### config.mk
export PLATFORM = sky130hd
export DESIGN_NAME = abus_xfer_ctrl
export DESIGN_NICKNAME = d
export VERILOG_FILES = /design/src/rtl/abus_pkg.sv /design/src/rtl/abus_ack_sync.sv /design/src/rtl/abus_phase_seq.sv /design/src/rtl/abus_bus_drv.sv /design/src/rtl/abus_xfer_ctrl.sv
export SDC_FILE = /design/constraint.sdc
export NUM_CORES = 1
export LEC_CHECK = 0
export BUFFER_PORTS_ARGS = -buffer_cell sky130_fd_sc_hd__buf_2
export CORE_MARGIN = 2
export CORE_UTILIZATION = 30
export DETAILED_ROUTE_END_ITERATION = 12
export SETUP_SLACK_MARGIN = 0.4
export SYNTH_ARGS = -nofsm -noshare
export SYNTH_HDL_FRONTEND = slang
export SYNTH_SLANG_ARGS = --single-unit
### constraint.sdc
create_clock -name clk -period 1.65 [get_ports clk]
set_input_delay 0.2475 -clock clk [delete_from_list [all_inputs] [get_ports clk]]
set_output_delay 0.2475 -clock clk [all_outputs]
set_load 0.03 [all_outputs]
### src/rtl/abus_pkg.sv
package abus_pkg;

  typedef enum logic [2:0] {
    PH_IDLE = 3'd0,
    PH_ADDR = 3'd1,
    PH_WAIT = 3'd2,
    PH_DATA = 3'd3,
    PH_GAP  = 3'd4
  } phase_e;

  // Active-high lane enables {upper, lower}; an empty select means a full word.
  function automatic logic [1:0] lane_enables(logic [1:0] be);
    return (be == 2'b00) ? 2'b11 : be;
  endfunction

  // Keep only the word-address bits that reach the bus.
  function automatic logic [22:0] word_addr(logic [31:0] byte_addr);
    return byte_addr[23:1];
  endfunction

endpackage

### src/rtl/abus_ack_sync.sv
module abus_ack_sync #(
  parameter int STAGES = 2
) (
  input  logic clk,
  input  logic rst_n,
  input  logic ack_n_i,
  output logic ack_o
);
  logic [STAGES-1:0] sr_q;

  generate
    if (STAGES == 1) begin : g_one
      always_ff @(posedge clk or negedge rst_n) begin
        if (!rst_n) sr_q <= '1;
        else        sr_q <= ack_n_i;
      end
    end else begin : g_chain
      always_ff @(posedge clk or negedge rst_n) begin
        if (!rst_n) sr_q <= '1;
        else        sr_q <= {sr_q[STAGES-2:0], ack_n_i};
      end
    end
  endgenerate

  assign ack_o = ~sr_q[STAGES-1];
endmodule

### src/rtl/abus_phase_seq.sv
module abus_phase_seq
  import abus_pkg::*;
#(
  parameter int ADDR_HC = 5,
  parameter int WAIT_HC = 2,
  parameter int DATA_HC = 3,
  parameter int GAP_HC  = 1
) (
  input  logic   clk,
  input  logic   rst_n,
  input  logic   start_i,
  input  logic   ack_i,
  output phase_e phase_o,
  output logic   sample_o,
  output logic   done_o
);
  localparam int MAXHC = (ADDR_HC > DATA_HC) ? ADDR_HC : DATA_HC;
  localparam int CW    = $clog2(MAXHC + WAIT_HC + GAP_HC) + 1;

  phase_e        phase_q, phase_d;
  logic [CW-1:0] cnt_q, cnt_d;
  logic          last;

  function automatic int span(phase_e p);
    case (p)
      PH_ADDR: return ADDR_HC;
      PH_WAIT: return WAIT_HC;
      PH_DATA: return DATA_HC;
      PH_GAP:  return GAP_HC;
      default: return 1;
    endcase
  endfunction

  assign last = (cnt_q == CW'(span(phase_q) - 1));

  always_comb begin
    phase_d = phase_q;
    cnt_d   = cnt_q + 1'b1;
    case (phase_q)
      PH_IDLE: begin
        cnt_d = '0;
        if (start_i) phase_d = PH_ADDR;
      end
      PH_ADDR, PH_WAIT: begin
        if (last) begin
          cnt_d   = '0;
          phase_d = ack_i ? PH_DATA : PH_WAIT;
        end
      end
      PH_DATA: begin
        if (last) begin
          cnt_d   = '0;
          phase_d = PH_GAP;
        end
      end
      PH_GAP: begin
        if (last) begin
          cnt_d   = '0;
          phase_d = PH_IDLE;
        end
      end
      default: begin
        cnt_d   = '0;
        phase_d = PH_IDLE;
      end
    endcase
  end

  always_ff @(posedge clk or negedge rst_n) begin
    if (!rst_n) begin
      phase_q <= PH_IDLE;
      cnt_q   <= '0;
    end else begin
      phase_q <= phase_d;
      cnt_q   <= cnt_d;
    end
  end

  assign phase_o  = phase_q;
  assign sample_o = (phase_q == PH_DATA) && last;
  assign done_o   = (phase_q == PH_GAP) && last;

  // The data phase is entered only after the synchronised acknowledge was seen.
  assert_data_after_ack_R3: assert property (@(posedge clk) disable iff (!rst_n)
    (phase_q == PH_DATA && $past(phase_q) != PH_DATA) |-> $past(ack_i));

  // Wait cycles only follow the address phase or another wait pair.
  assert_wait_origin_R3: assert property (@(posedge clk) disable iff (!rst_n)
    (phase_q == PH_WAIT) |-> ($past(phase_q) == PH_ADDR || $past(phase_q) == PH_WAIT));

  // A new transfer starts only from idle.
  assert_no_restart_R10: assert property (@(posedge clk) disable iff (!rst_n)
    (phase_q == PH_ADDR && $past(phase_q) != PH_ADDR) |-> $past(phase_q) == PH_IDLE);
endmodule

### src/rtl/abus_bus_drv.sv
module abus_bus_drv
  import abus_pkg::*;
#(
  parameter int IN_AW   = 32,
  parameter int ADDR_HI = 23,
  parameter int DW      = 16,
  parameter int FCW     = 3
) (
  input  logic               clk,
  input  logic               rst_n,
  input  logic               start_i,
  input  phase_e             phase_i,
  input  logic               sample_i,
  input  logic [IN_AW-1:0]   addr_i,
  input  logic               rd_i,
  input  logic [1:0]         be_i,
  input  logic [FCW-1:0]     fc_i,
  input  logic [DW-1:0]      wdata_i,
  input  logic [DW-1:0]      din_i,
  output logic               as_n_o,
  output logic               uds_n_o,
  output logic               lds_n_o,
  output logic               rw_o,
  output logic [FCW-1:0]     fc_o,
  output logic [ADDR_HI:1]   addr_o,
  output logic [DW-1:0]      dout_o,
  output logic [DW-1:0]      rdata_o
);
  logic [ADDR_HI:1] addr_q;
  logic             rd_q;
  logic [1:0]       lanes_q;
  logic [FCW-1:0]   fc_q;
  logic [DW-1:0]    wdata_q, rdata_q;
  logic             in_xfer, in_data;
  logic             unused_addr_bits;

  assign unused_addr_bits = ^{addr_i[0], addr_i[IN_AW-1:ADDR_HI+1]};

  always_ff @(posedge clk or negedge rst_n) begin
    if (!rst_n) begin
      addr_q  <= '0;
      rd_q    <= 1'b1;
      lanes_q <= 2'b11;
      fc_q    <= '0;
      wdata_q <= '0;
    end else if (start_i) begin
      addr_q  <= addr_i[ADDR_HI:1];
      rd_q    <= rd_i;
      lanes_q <= lane_enables(be_i);
      fc_q    <= fc_i;
      wdata_q <= wdata_i;
    end
  end

  always_ff @(posedge clk or negedge rst_n) begin
    if (!rst_n)                rdata_q <= '0;
    else if (sample_i && rd_q) rdata_q <= din_i;
  end

  assign in_xfer = (phase_i == PH_ADDR) || (phase_i == PH_WAIT) || (phase_i == PH_DATA);
  assign in_data = (phase_i == PH_DATA);

  assign as_n_o  = ~in_xfer;
  assign uds_n_o = ~(in_data && lanes_q[1]);
  assign lds_n_o = ~(in_data && lanes_q[0]);
  assign rw_o    = in_xfer ? rd_q : 1'b1;
  assign fc_o    = fc_q;
  assign addr_o  = addr_q;
  assign dout_o  = wdata_q;
  assign rdata_o = rdata_q;

  // Every data phase drives at least one lane.
  assert_lane_active_R7: assert property (@(posedge clk) disable iff (!rst_n)
    in_data |-> $countones({~uds_n_o, ~lds_n_o}) >= 1);

  // Captured request fields hold while a transfer runs.
  assert_fields_hold_R4: assert property (@(posedge clk) disable iff (!rst_n)
    (in_xfer && !start_i) |=> (phase_i == PH_IDLE) || (phase_i == PH_GAP) || $stable(addr_q));
endmodule

### src/rtl/abus_xfer_ctrl.sv
module abus_xfer_ctrl
  import abus_pkg::*;
#(
  parameter int IN_AW       = 32,
  parameter int ADDR_HI     = 23,
  parameter int DW          = 16,
  parameter int FCW         = 3,
  parameter int ADDR_HC     = 5,
  parameter int WAIT_HC     = 2,
  parameter int DATA_HC     = 3,
  parameter int GAP_HC      = 1,
  parameter int SYNC_STAGES = 2
) (
  input  logic             clk,
  input  logic             rst_n,
  input  logic             req_i,
  input  logic [IN_AW-1:0] req_addr_i,
  input  logic             req_rd_i,
  input  logic [1:0]       req_be_i,
  input  logic [FCW-1:0]   req_fc_i,
  input  logic [DW-1:0]    req_wdata_i,
  input  logic             dtack_n_i,
  input  logic [DW-1:0]    bus_din_i,
  output logic             busy_o,
  output logic             done_o,
  output logic             as_n_o,
  output logic             uds_n_o,
  output logic             lds_n_o,
  output logic             rw_o,
  output logic [FCW-1:0]   fc_o,
  output logic [ADDR_HI:1] bus_addr_o,
  output logic [DW-1:0]    bus_dout_o,
  output logic [DW-1:0]    rdata_o
);
  phase_e phase;
  logic   ack_seen, start, sample;

  assign busy_o = (phase != PH_IDLE);
  assign start  = req_i && !busy_o;

  abus_ack_sync #(.STAGES(SYNC_STAGES)) u_sync (
    .clk(clk), .rst_n(rst_n), .ack_n_i(dtack_n_i), .ack_o(ack_seen)
  );

  abus_phase_seq #(
    .ADDR_HC(ADDR_HC), .WAIT_HC(WAIT_HC), .DATA_HC(DATA_HC), .GAP_HC(GAP_HC)
  ) u_seq (
    .clk(clk), .rst_n(rst_n), .start_i(start), .ack_i(ack_seen),
    .phase_o(phase), .sample_o(sample), .done_o(done_o)
  );

  abus_bus_drv #(
    .IN_AW(IN_AW), .ADDR_HI(ADDR_HI), .DW(DW), .FCW(FCW)
  ) u_drv (
    .clk(clk), .rst_n(rst_n), .start_i(start), .phase_i(phase), .sample_i(sample),
    .addr_i(req_addr_i), .rd_i(req_rd_i), .be_i(req_be_i), .fc_i(req_fc_i),
    .wdata_i(req_wdata_i), .din_i(bus_din_i),
    .as_n_o(as_n_o), .uds_n_o(uds_n_o), .lds_n_o(lds_n_o), .rw_o(rw_o),
    .fc_o(fc_o), .addr_o(bus_addr_o), .dout_o(bus_dout_o), .rdata_o(rdata_o)
  );

  assert_accept_strobe_R1: assert property (@(posedge clk) disable iff (!rst_n)
    start |=> !as_n_o);

  assert_ds_inside_as_R2: assert property (@(posedge clk) disable iff (!rst_n)
    (!uds_n_o || !lds_n_o) |-> !as_n_o);

  assert_gap_quiet_R9: assert property (@(posedge clk) disable iff (!rst_n)
    done_o |-> (as_n_o && uds_n_o && lds_n_o && busy_o));

  assert_rdata_on_done_R8: assert property (@(posedge clk) disable iff (!rst_n)
    !$stable(rdata_o) |-> done_o);

  assert_write_line_R5: assert property (@(posedge clk) disable iff (!rst_n)
    as_n_o |-> rw_o);
endmodule

# Yosys cells after proc, flatten, opt, wreduce, memory -nomap -nowiden
# Index checks and enable logic that the tools add are counted.
[word_totals] ff_bits=70 ramBits=0 elab_cells=49 latchBits=0 rom_bits=0 in_bits=74 n_memories=0
[classes] mul=0 n_addsub=2 n_lt_le_gt_ge=0 n_bitwise=3 div=0 n_shift=0 reduce_logical=15 eq_ne=9 muxes=11
[op_table] operator="3-bit 2-to-1 mux" count=4
[op_table] operator="3-bit one-hot mux with 4 select lines" count=1
[op_table] operator="3-bit one-hot mux with 3 select lines" count=1
[op_table] operator="4-bit 2-to-1 mux" count=2
[op_table] operator="3-bit by 2-bit equality test with 1-bit output, second input constant" count=2
[op_table] operator="1-bit logical AND" count=6
[op_table] operator="4-bit by 1-bit adder with 4-bit output, second input constant" count=1
[op_table] operator="4-bit equality test" count=1
[op_table] operator="2-bit by 1-bit != test with 1-bit output, second input constant" count=2
[op_table] operator="2-bit != test, second input constant" count=2
[op_table] operator="4-bit AND reduction" count=1
[op_table] operator="4-bit OR reduction" count=1
[op_table] operator="3-bit by 1-bit subtractor with 4-bit output, second input constant" count=1
[op_table] operator="3-bit by 1-bit equality test with 1-bit output, second input constant" count=1
[op_table] operator="3-bit equality test, second input constant" count=1
[op_table] operator="3-bit logical NOT" count=1
[op_table] operator="1-bit inverter" count=3
[op_table] operator="3-bit nonzero test" count=1
[op_table] operator="2-bit logical NOT" count=1
[op_table] operator="1-bit logical OR" count=2
[op_table] operator="1-bit 2-to-1 mux" count=2
[op_table] operator="2-bit 2-to-1 mux" count=1
[op_table] operator="2-bit OR reduction" count=1
[op_table] operator="1-bit logical NOT" count=1

# Depth between registers and ports, before layout
# Gate-level depths: netlist of run 1.
[logic_depth] word_depth=6 mapped_depth=7 mapped_depth_nobuf=5

# Modules after synthesis
# Synthesis of run 1 repeated with hierarchy kept, for this count alone.
[hier_totals] hier_cells=192 hier_area_um2=3011.6
[by_module_without_submodules] module="abus_bus_drv" cells_each=138 instances=1 seq_area_each_um2=1530.2 area_per_inst_um2=2468.6
[by_module_without_submodules] module="abus_phase_seq" cells_each=49 instances=1 seq_area_each_um2=175.2 area_per_inst_um2=471.7
[by_module_without_submodules] module="abus_ack_sync" cells_each=3 instances=1 seq_area_each_um2=52.6 area_per_inst_um2=56.3
[by_module_without_submodules] module="abus_xfer_ctrl" cells_each=2 instances=1 seq_area_each_um2=0.0 area_per_inst_um2=15.0

# Worst setup path before layout of run 1
# No wires, ideal clock.
[synth_timing] path_kind="register to register" start="register u_seq.phase_q[1], in the netlist u_seq.phase_o[1]" end="register u_drv.wdata_q[15], in the netlist u_drv.dout_o[15]" t_required_ps=1525 setup_ps=125 arrival_time_ps=1837 setup_slack_ps=-312 path_stages_with_launch=7 n_path_buf=3 cell_sequence="dfrtp_1 -> buf_2 -> or3_1 -> nor2_1 -> buf_4 -> buf_4 -> mux2_2"
[synth_via] elab_chain_cells=3
[synth_lines] element="start: declaration" line_no="abus_phase_seq.sv:20" source="phase_e phase_q, phase_d;"
[synth_lines] element="start signal: assignment" line_no="abus_phase_seq.sv:74" source="phase_q <= phase_d;"
[synth_lines] element="3-bit nonzero test" line_no="abus_xfer_ctrl.sv:38" source="assign busy_o = (phase != PH_IDLE);"
[synth_lines] element="via busy_o" line_no="abus_xfer_ctrl.sv:24" source="output logic busy_o,"
[synth_lines] element="1-bit logical NOT" line_no="abus_xfer_ctrl.sv:39" source="assign start = req_i && !busy_o;"
[synth_lines] element="1-bit logical AND" line_no="abus_xfer_ctrl.sv:39"
[synth_lines] element="end signal: assignment" line_no="abus_bus_drv.sv:51" source="wdata_q <= wdata_i;"
[synth_lines] element="end: declaration" line_no="abus_bus_drv.sv:33" source="logic [DW-1:0] wdata_q, rdata_q;"
# The timed path passes the listed nets, and every way through them passes these cells.
# A chain may end at the register's enable or synchronous reset.

# Final worst setup path of run 1
[layout_timing] start="register u_seq.phase_q[1], in the netlist u_seq.phase_o[1]" end="register u_seq.phase_q[1], in the netlist u_seq.phase_o[1]"
[layout_via] elab_chain_cells=6
[layout_lines] element="3-bit by 2-bit equality test with 1-bit output / 3-bit by 1-bit equality test with 1-bit output (equally long branches)" line_no="abus_phase_seq.sv:25, abus_phase_seq.sv:39"
[layout_lines] element="3-bit one-hot mux with 3 select lines" line_no="abus_phase_seq.sv:25" source="case (p)"
[layout_lines] element="3-bit by 1-bit subtractor with 4-bit output" line_no="abus_phase_seq.sv:34" source="assign last = (cnt_q == CW'(span(phase_q) - 1));"
[layout_lines] element="4-bit equality test" line_no="abus_phase_seq.sv:34"
[layout_lines] element="2-bit != test (no line) / 2-bit by 1-bit != test with 1-bit output (equally long branches)"
[layout_lines] element="4-bit AND reduction (no line)"
# Several ways; a longest one is shown, not always the timed one.

==> metrics.txt, run 1 <==
leakage power=2.30 nW; fin crit share=113%; worst setup path class=reg2reg; commonest non-fill, non-tap cell in the layout=buf_2; worst-margin pin slew=0.394 ns; min-delay worst type=in2reg; Clock Latency Late Sink=0.34 ns; Setup TNS Final=-9.76 ns; dpl ws=-0.108 ns; Site Rows=35; Mapped Nets=264; gpl congestion=0.776; failing checks=setup timing; GR Overflow Total=0; TritonRoute pass-1 iters=2; Die X=101 um; RSZ-0062 raised after global routing=yes; Reg clk slew, reported paths=0.07 ns; hpwl dp=4.34 mm; Fillers=806; Reg area=1760 um^2; Routed Antenna Nets=0; fmax=536 MHz; CP Launch Type=flop; area grow syn2layout=64.1%; global-route wire length before repair=11.0 mm; post-route DRC violation count=0; Peak supply drop=0.918 mV; multi-input logic area=1280 um^2; maximum clock path buffer count=2; routed wire length=7.21 mm; pwr dens=2330 nW/um^2; Port-buffer cells=128; commonest non-fill, non-tap cells in the layout=122 x buf_2, 63 x dfrtp_1, 57 x mux2_4; Yosys cell types=30; initial antenna violation count=0; status=complete, but fails checks; Initial Util=30.7%; sequential cell area fraction in the yosys report=62.2%; CP Capture Type=flop; Synth Register Bits=70; WL/cell=15.1 um; floorplan core area=9200 um^2; Worst EP required=1.91 ns; Max Cap Viol=0; vias per inst=4.49; # diodes=0; worst-path fanout max=5; Final Max Tran Viols=0; Synth Area per Inst=15.0 um^2; Synth Cell Area=2830 um^2; H-tree lvl count=3; Final Skew=0.00855 ns; die height=101 um; vias in the first global route=2216; largest net degree at the start of global routing=71; CTS Root Buffer Type=clkbuf_8; slew margin rel.=73.7%; Final setup viols=74; nets=435; CTS sink cnt=70; die footprint=10200 um^2; Mapped Cells=189; CTS tree=yes; post-layout min period=1.87 ns; layout cells sized above 1=74.2%; final hold violations=0; Num CTS Buffers=9; via count=2138; Crit path arrival time=2.12 ns; io pins=138; initial drt markers=28; Yosys warnings=0; total global routing track utilization=14.2%; worst setup margin=-0.216 ns
metal layers:
metal	global-route usage (%)	share of wire [%]	vias to the layer above
met5	0	0	-
met4	6.44	1.9	0
met3	4.09	6.4	12
met2	22.6	49	77
met1	18.0	43	1054
li1	-	-	995
power by group:
group	total [mW]	switching [mW]	internal, mW
clock	1.55	0.659	0.893
combinational	6.15	3.14	3.01
sequential	3.08	0.502	2.58
total	10.8	4.30	6.49
final cells by class:
cell class | instances | share of cell area, %
tap | 111 | 2.99
multi-input combinational | 106 | 27.5
sequential | 70 | 38.0
timing repair buffer | 167 | 26.2
clock inverter | 5 | 1.78
inverter | 6 | 0.486
clock buffer | 11 | 3.05
sequential cells by signal, indices dropped and copies added (netlist names):
signal         count
u_seq.cnt_q        4
u_drv.fc_o         3
u_drv.lanes_q      2
u_drv.dout_o      16
u_seq.phase_o      3
u_drv.rd_q         1
u_sync.sr_q        2
u_drv.addr_o      23
u_drv.rdata_o     16
final timing paths:
path	from	to	slack [ns]	cells past startpoint
worst min register to register	u_sync.sr_q[0]	u_sync.sr_q[1]	0.36	0
worst max register to register	u_seq.phase_o[1]	u_seq.phase_o[1]	-0.22	8
max in group asynchronous	rst_n	u_drv.rd_q	0.82	3
worst min-delay path	req_be_i[0]	u_drv.lanes_q[1]	0.09	2
min in group asynchronous	rst_n	u_drv.addr_o[17]	0.45	3
worst max-delay path	u_seq.phase_o[1]	u_seq.phase_o[1]	-0.22	8
per-stage QoR:
stage	util, %	cell area (um^2)	std cells	hold slack (ns)	power, mW
floorplan	-	2890	189	-0.0481	6.26
global placement	40.8	3750	435	0.307	7.56
detailed placement	40.8	3750	435	0.310	7.67
CTS	49.0	4510	470	0.0476	10.6
global route	50.4	4640	476	0.0777	11.4
finish	50.4	4640	476	0.0864	10.8
logic make-up after synthesis:
logic type,Yosys count,synth area share [%]
muxes,59,24.8
DFF,70,62.2
adders and majority gates,1,0.443
buffers and inverters,13,2.61
AOI/OAI and AO/OA,13,3.41
xor gates and xnor gates,2,0.620
and+or+nand+nor,31,5.89
timing repair:
item,in CTS,in global routing
setup buffers,13,6
pin swaps,10,9
gates cloned,4,0
hold buffers,2,0
endpoints found under the setup margin,74,74
gates resized for setup,83,17
endpoints found under the hold margin,66,0
cell usage after synthesis (all sizes together):
cell | n | area share (%)
nor2 | 9 | 1.5
o21ai | 6 | 1.1
xnor2 | 2 | 0.62
a21o | 1 | 0.27
o221ai | 1 | 0.93
a31oi | 1 | 0.22
a21oi | 2 | 0.35
nor2b | 3 | 0.66
or3 | 3 | 0.66
nor3b | 1 | 0.27
a311oi | 1 | 0.31
mux2 | 59 | 25
or2 | 1 | 0.22
and2 | 1 | 0.22
dfrtp | 65 | 58
nand2 | 8 | 1.1
buf | 7 | 1.8
nand3 | 2 | 0.35
dfstp | 5 | 4.6
nor3 | 1 | 0.35
o21a | 1 | 0.27
ha | 1 | 0.44
and3 | 2 | 0.62
inv | 6 | 0.80
worst max-delay path, stage by stage, from the launching register on:
cell	delay, ns
dfrtp_2	0.44
nor3b_2	0.18
o21a_1	0.19
o221ai_4	0.13
buf_6	0.14
buf_4	0.13
buf_6	0.11
or3_1	0.34
a21oi_1	0.13
No activity file was read; power rests on OpenSTA's default activity.
==> run 2, diff against run 1 <==
Settings changed: SETUP_SLACK_MARGIN 0.4 to unset.
Clock period 1.65 ns to 1.9 ns, I/O delays scaled along.
==> run 2 against run 1 <==
  * The run still ends with setup timing left
  * Cell count is 5.0% lower
  * Setup slack better by 0.20 ns
  * Clock power is 22% lower
  * Die area unchanged
  * Wire length decreased by 15%
  * Highest routed layer unchanged
  * Sequential cell count unchanged
  * Power down 27%
  * Clock skew is 0.0025 ns higher
  * Register-to-register slack improved by 0.29 ns
  * Combinational power down 35%
==> metrics.txt, run 2 (synthesized netlist as in run 1, its figures left out) <==
Fillers=880 (was 806); Routed Antenna Nets=0 (unchanged); nets=411 (was 435); Final Skew=0.0111 ns (was 0.00855 ns); initial antenna violation count=0 (unchanged); fmax=523 MHz; fin crit share=101%; GR Overflow Total=0 (unchanged); CTS Root Buffer Type=clkbuf_8 (unchanged); Site Rows=35 (unchanged); gpl congestion=0.724 (was 0.776); total global routing track utilization=12.4% (was 14.2%); die footprint=10200 um^2 (unchanged); slowest cell on the critical path=dfrtp_2 (unchanged); Final setup viols=1 (was 74); leakage power=1.96 nW (was 2.30 nW); TritonRoute pass-1 iters=4 (was 2); via count=2012 (was 2138); worst setup margin=-0.0137 ns (was -0.216 ns); max FFs per register=23 (unchanged); H-tree lvl count=3 (unchanged); crit-path cells=nor2b_4 -> and3_4 -> o221ai_4 -> buf_6 -> nor2_4 -> buf_6 (was nor3b_2 -> o21a_1 -> o221ai_4 -> buf_6 -> buf_4 -> buf_6 -> or3_1 -> a21oi_1); worst-path fanout max=5 (unchanged); commonest non-fill, non-tap cells in the layout=127 x buf_2, 60 x dfrtp_1, 30 x mux2_2 (was 122 x buf_2, 63 x dfrtp_1, 57 x mux2_4); # diodes=0 (unchanged); largest net degree at the start of global routing=71 (unchanged); Reg clk slew, reported paths=0.08 ns (was 0.07 ns); hold-critical path depth=1 (was 2); NetSw=3.38 mW (was 4.30 mW); clock network fraction of total power=15.4% (was 14.4%); Initial Util=30.7% (unchanged); final hold violations=0 (unchanged); WL/cell=13.5 um (was 15.1 um); CP Capture Type=output port (was flop); Die X=101 um (unchanged); pwr dens=1970 nW/um^2 (was 2330 nW/um^2); failing checks=setup timing (unchanged); Max Cap Viol=0 (unchanged); Internal=4.49 mW (was 6.49 mW); hpwl dp=4.15 mm (was 4.34 mm); Final Max Tran Viols=0 (unchanged); dpl ws=0.100 ns (was -0.108 ns); reg2reg path depth=7 (was 8); global-route wire length before repair=9.65 mm (was 11.0 mm); CP Launch Type=flop (unchanged); worst setup path class=reg2out (was reg2reg); Worst path most repeated cell=buf_6 (unchanged); floorplan core area=9200 um^2 (unchanged); Worst EP required=1.62 ns (was 1.91 ns); Design Area, Final=4000 um^2 (was 4640 um^2); Seq pwr share=33.5% (was 28.6%); Peak supply drop=0.764 mV (was 0.918 mV); Crit path arrival time=1.63 ns (was 2.12 ns); CTS tree=yes (unchanged); post-route DRC violation count=0 (unchanged); vias per inst=4.45 (was 4.49); commonest non-fill, non-tap cell in the layout=buf_2 (unchanged); Comb pwr share=51.1% (was 57.0%); Switching Share=42.9% (was 39.9%); Placed Area=3680 um^2 (was 3750 um^2); io pins=138 (unchanged); post-layout min period=1.91 ns; CTS sink cnt=70 (unchanged); min-delay worst type=in2reg (unchanged); status=complete, but fails checks (unchanged); Max stage delay on crit path=0.46 ns (was 0.44 ns); Num CTS Buffers=9 (unchanged); initial drt markers=34 (was 28); Clock Latency Late Sink=0.35 ns (was 0.34 ns); worst-margin pin slew=0.370 ns (was 0.394 ns); slew margin rel.=75.3% (was 73.7%); area grow syn2layout=41.4% (was 64.1%); vias in the first global route=2038 (was 2216); routed wire length=6.12 mm (was 7.21 mm); layout cells sized above 1=66.0% (was 74.2%); RSZ-0062 raised after global routing=yes (unchanged); die height=101 um (unchanged); maximum clock path buffer count=2 (unchanged); Port-buffer cells=128 (unchanged)
==> run 2: cell types whose count changed in the layout (fill, tap and decap cells not counted), moves of 4 or more <==
cell	delta
mux2_2	+28
buf_2	+5
buf_6	-16
buf_12	-4
buf_16	-4
mux2_1	+14
mux2_4	-42
==> run 2: layer usage <==
layer  vias up  track usage [%]  share of wire [%]
li1        945                -                  -
met1       982             14.7                 41
met2        79             19.7                 51
met3         6             5.96                7.4
met4         0             4.37               0.87
met5         -                0                  0
==> run 2: final cells by class <==
cell class                 count  area (um^2)  share of cell area [%]
sequential                    70         1760                    44.1
timing repair buffer         143          816                    20.4
multi-input combinational    106         1060                    26.5
clock inverter                 7         73.8                    1.85
inverter                       6         22.5                   0.564
tap                          111          139                    3.48
clock buffer                   9          124                    3.10
==> run 2: power groups by stage <==
stage,clock network [mW],logic (mW),registers [mW]
2_1_floorplan,0,1.46,3.87
3_3_place_gp,0,3.79,2.61
3_5_place_dp,0,3.85,2.64
4_1_cts,1.28,4.03,2.64
5_1_grt,1.33,4.29,2.75
6_report,1.21,4.02,2.63
==> run 2: final timing paths <==
kind                                endpoint  slack, ns             start
max in group asynchronous         u_drv.rd_q       1.09             rst_n
hold / removal                u_sync.sr_q[0]       0.04         dtack_n_i
hold reg to reg               u_sync.sr_q[1]       0.36    u_sync.sr_q[0]
setup / recovery                      done_o      -0.01  u_seq.phase_o[2]
setup reg to reg           u_drv.rdata_o[14]       0.07  u_seq.phase_o[2]
min in group asynchronous   u_seq.phase_o[1]       0.50             rst_n
==> run 2: critical path: cells and delay by family, from the launching register on <==
| family | cells | cell delay, ns |
|---|---|---|
| compound gates | 1 | 0.12 |
| buf+inv | 2 | 0.27 |
| flops | 1 | 0.46 |
| simple gates | 3 | 0.43 |
==> run 2: timing repair <==
| action | in CTS | in global routing |
|---|---|---|
| pin swaps | 4 | 1 |
| hold endpoints to repair | 65 | 0 |
| hold buffers | 1 | 0 |
| setup buffers | 5 | 1 |
| resized for setup | 15 | 6 |
| setup endpoints to repair | 1 | 22 |
==> run 2: metrics by stage <==
stage	cells	hold WS, ns	util [%]	total power [mW]	setup TNS (ns)
floorplan	189	-0.0106	-	5.32	0
global placement	429	0.341	40.0	6.40	0
detailed placement	429	0.344	40.0	6.49	0
CTS	451	0.0163	43.2	7.95	-0.0403
global route	452	0.00820	43.5	8.38	-0.112
finish	452	0.0396	43.5	7.87	-0.0137
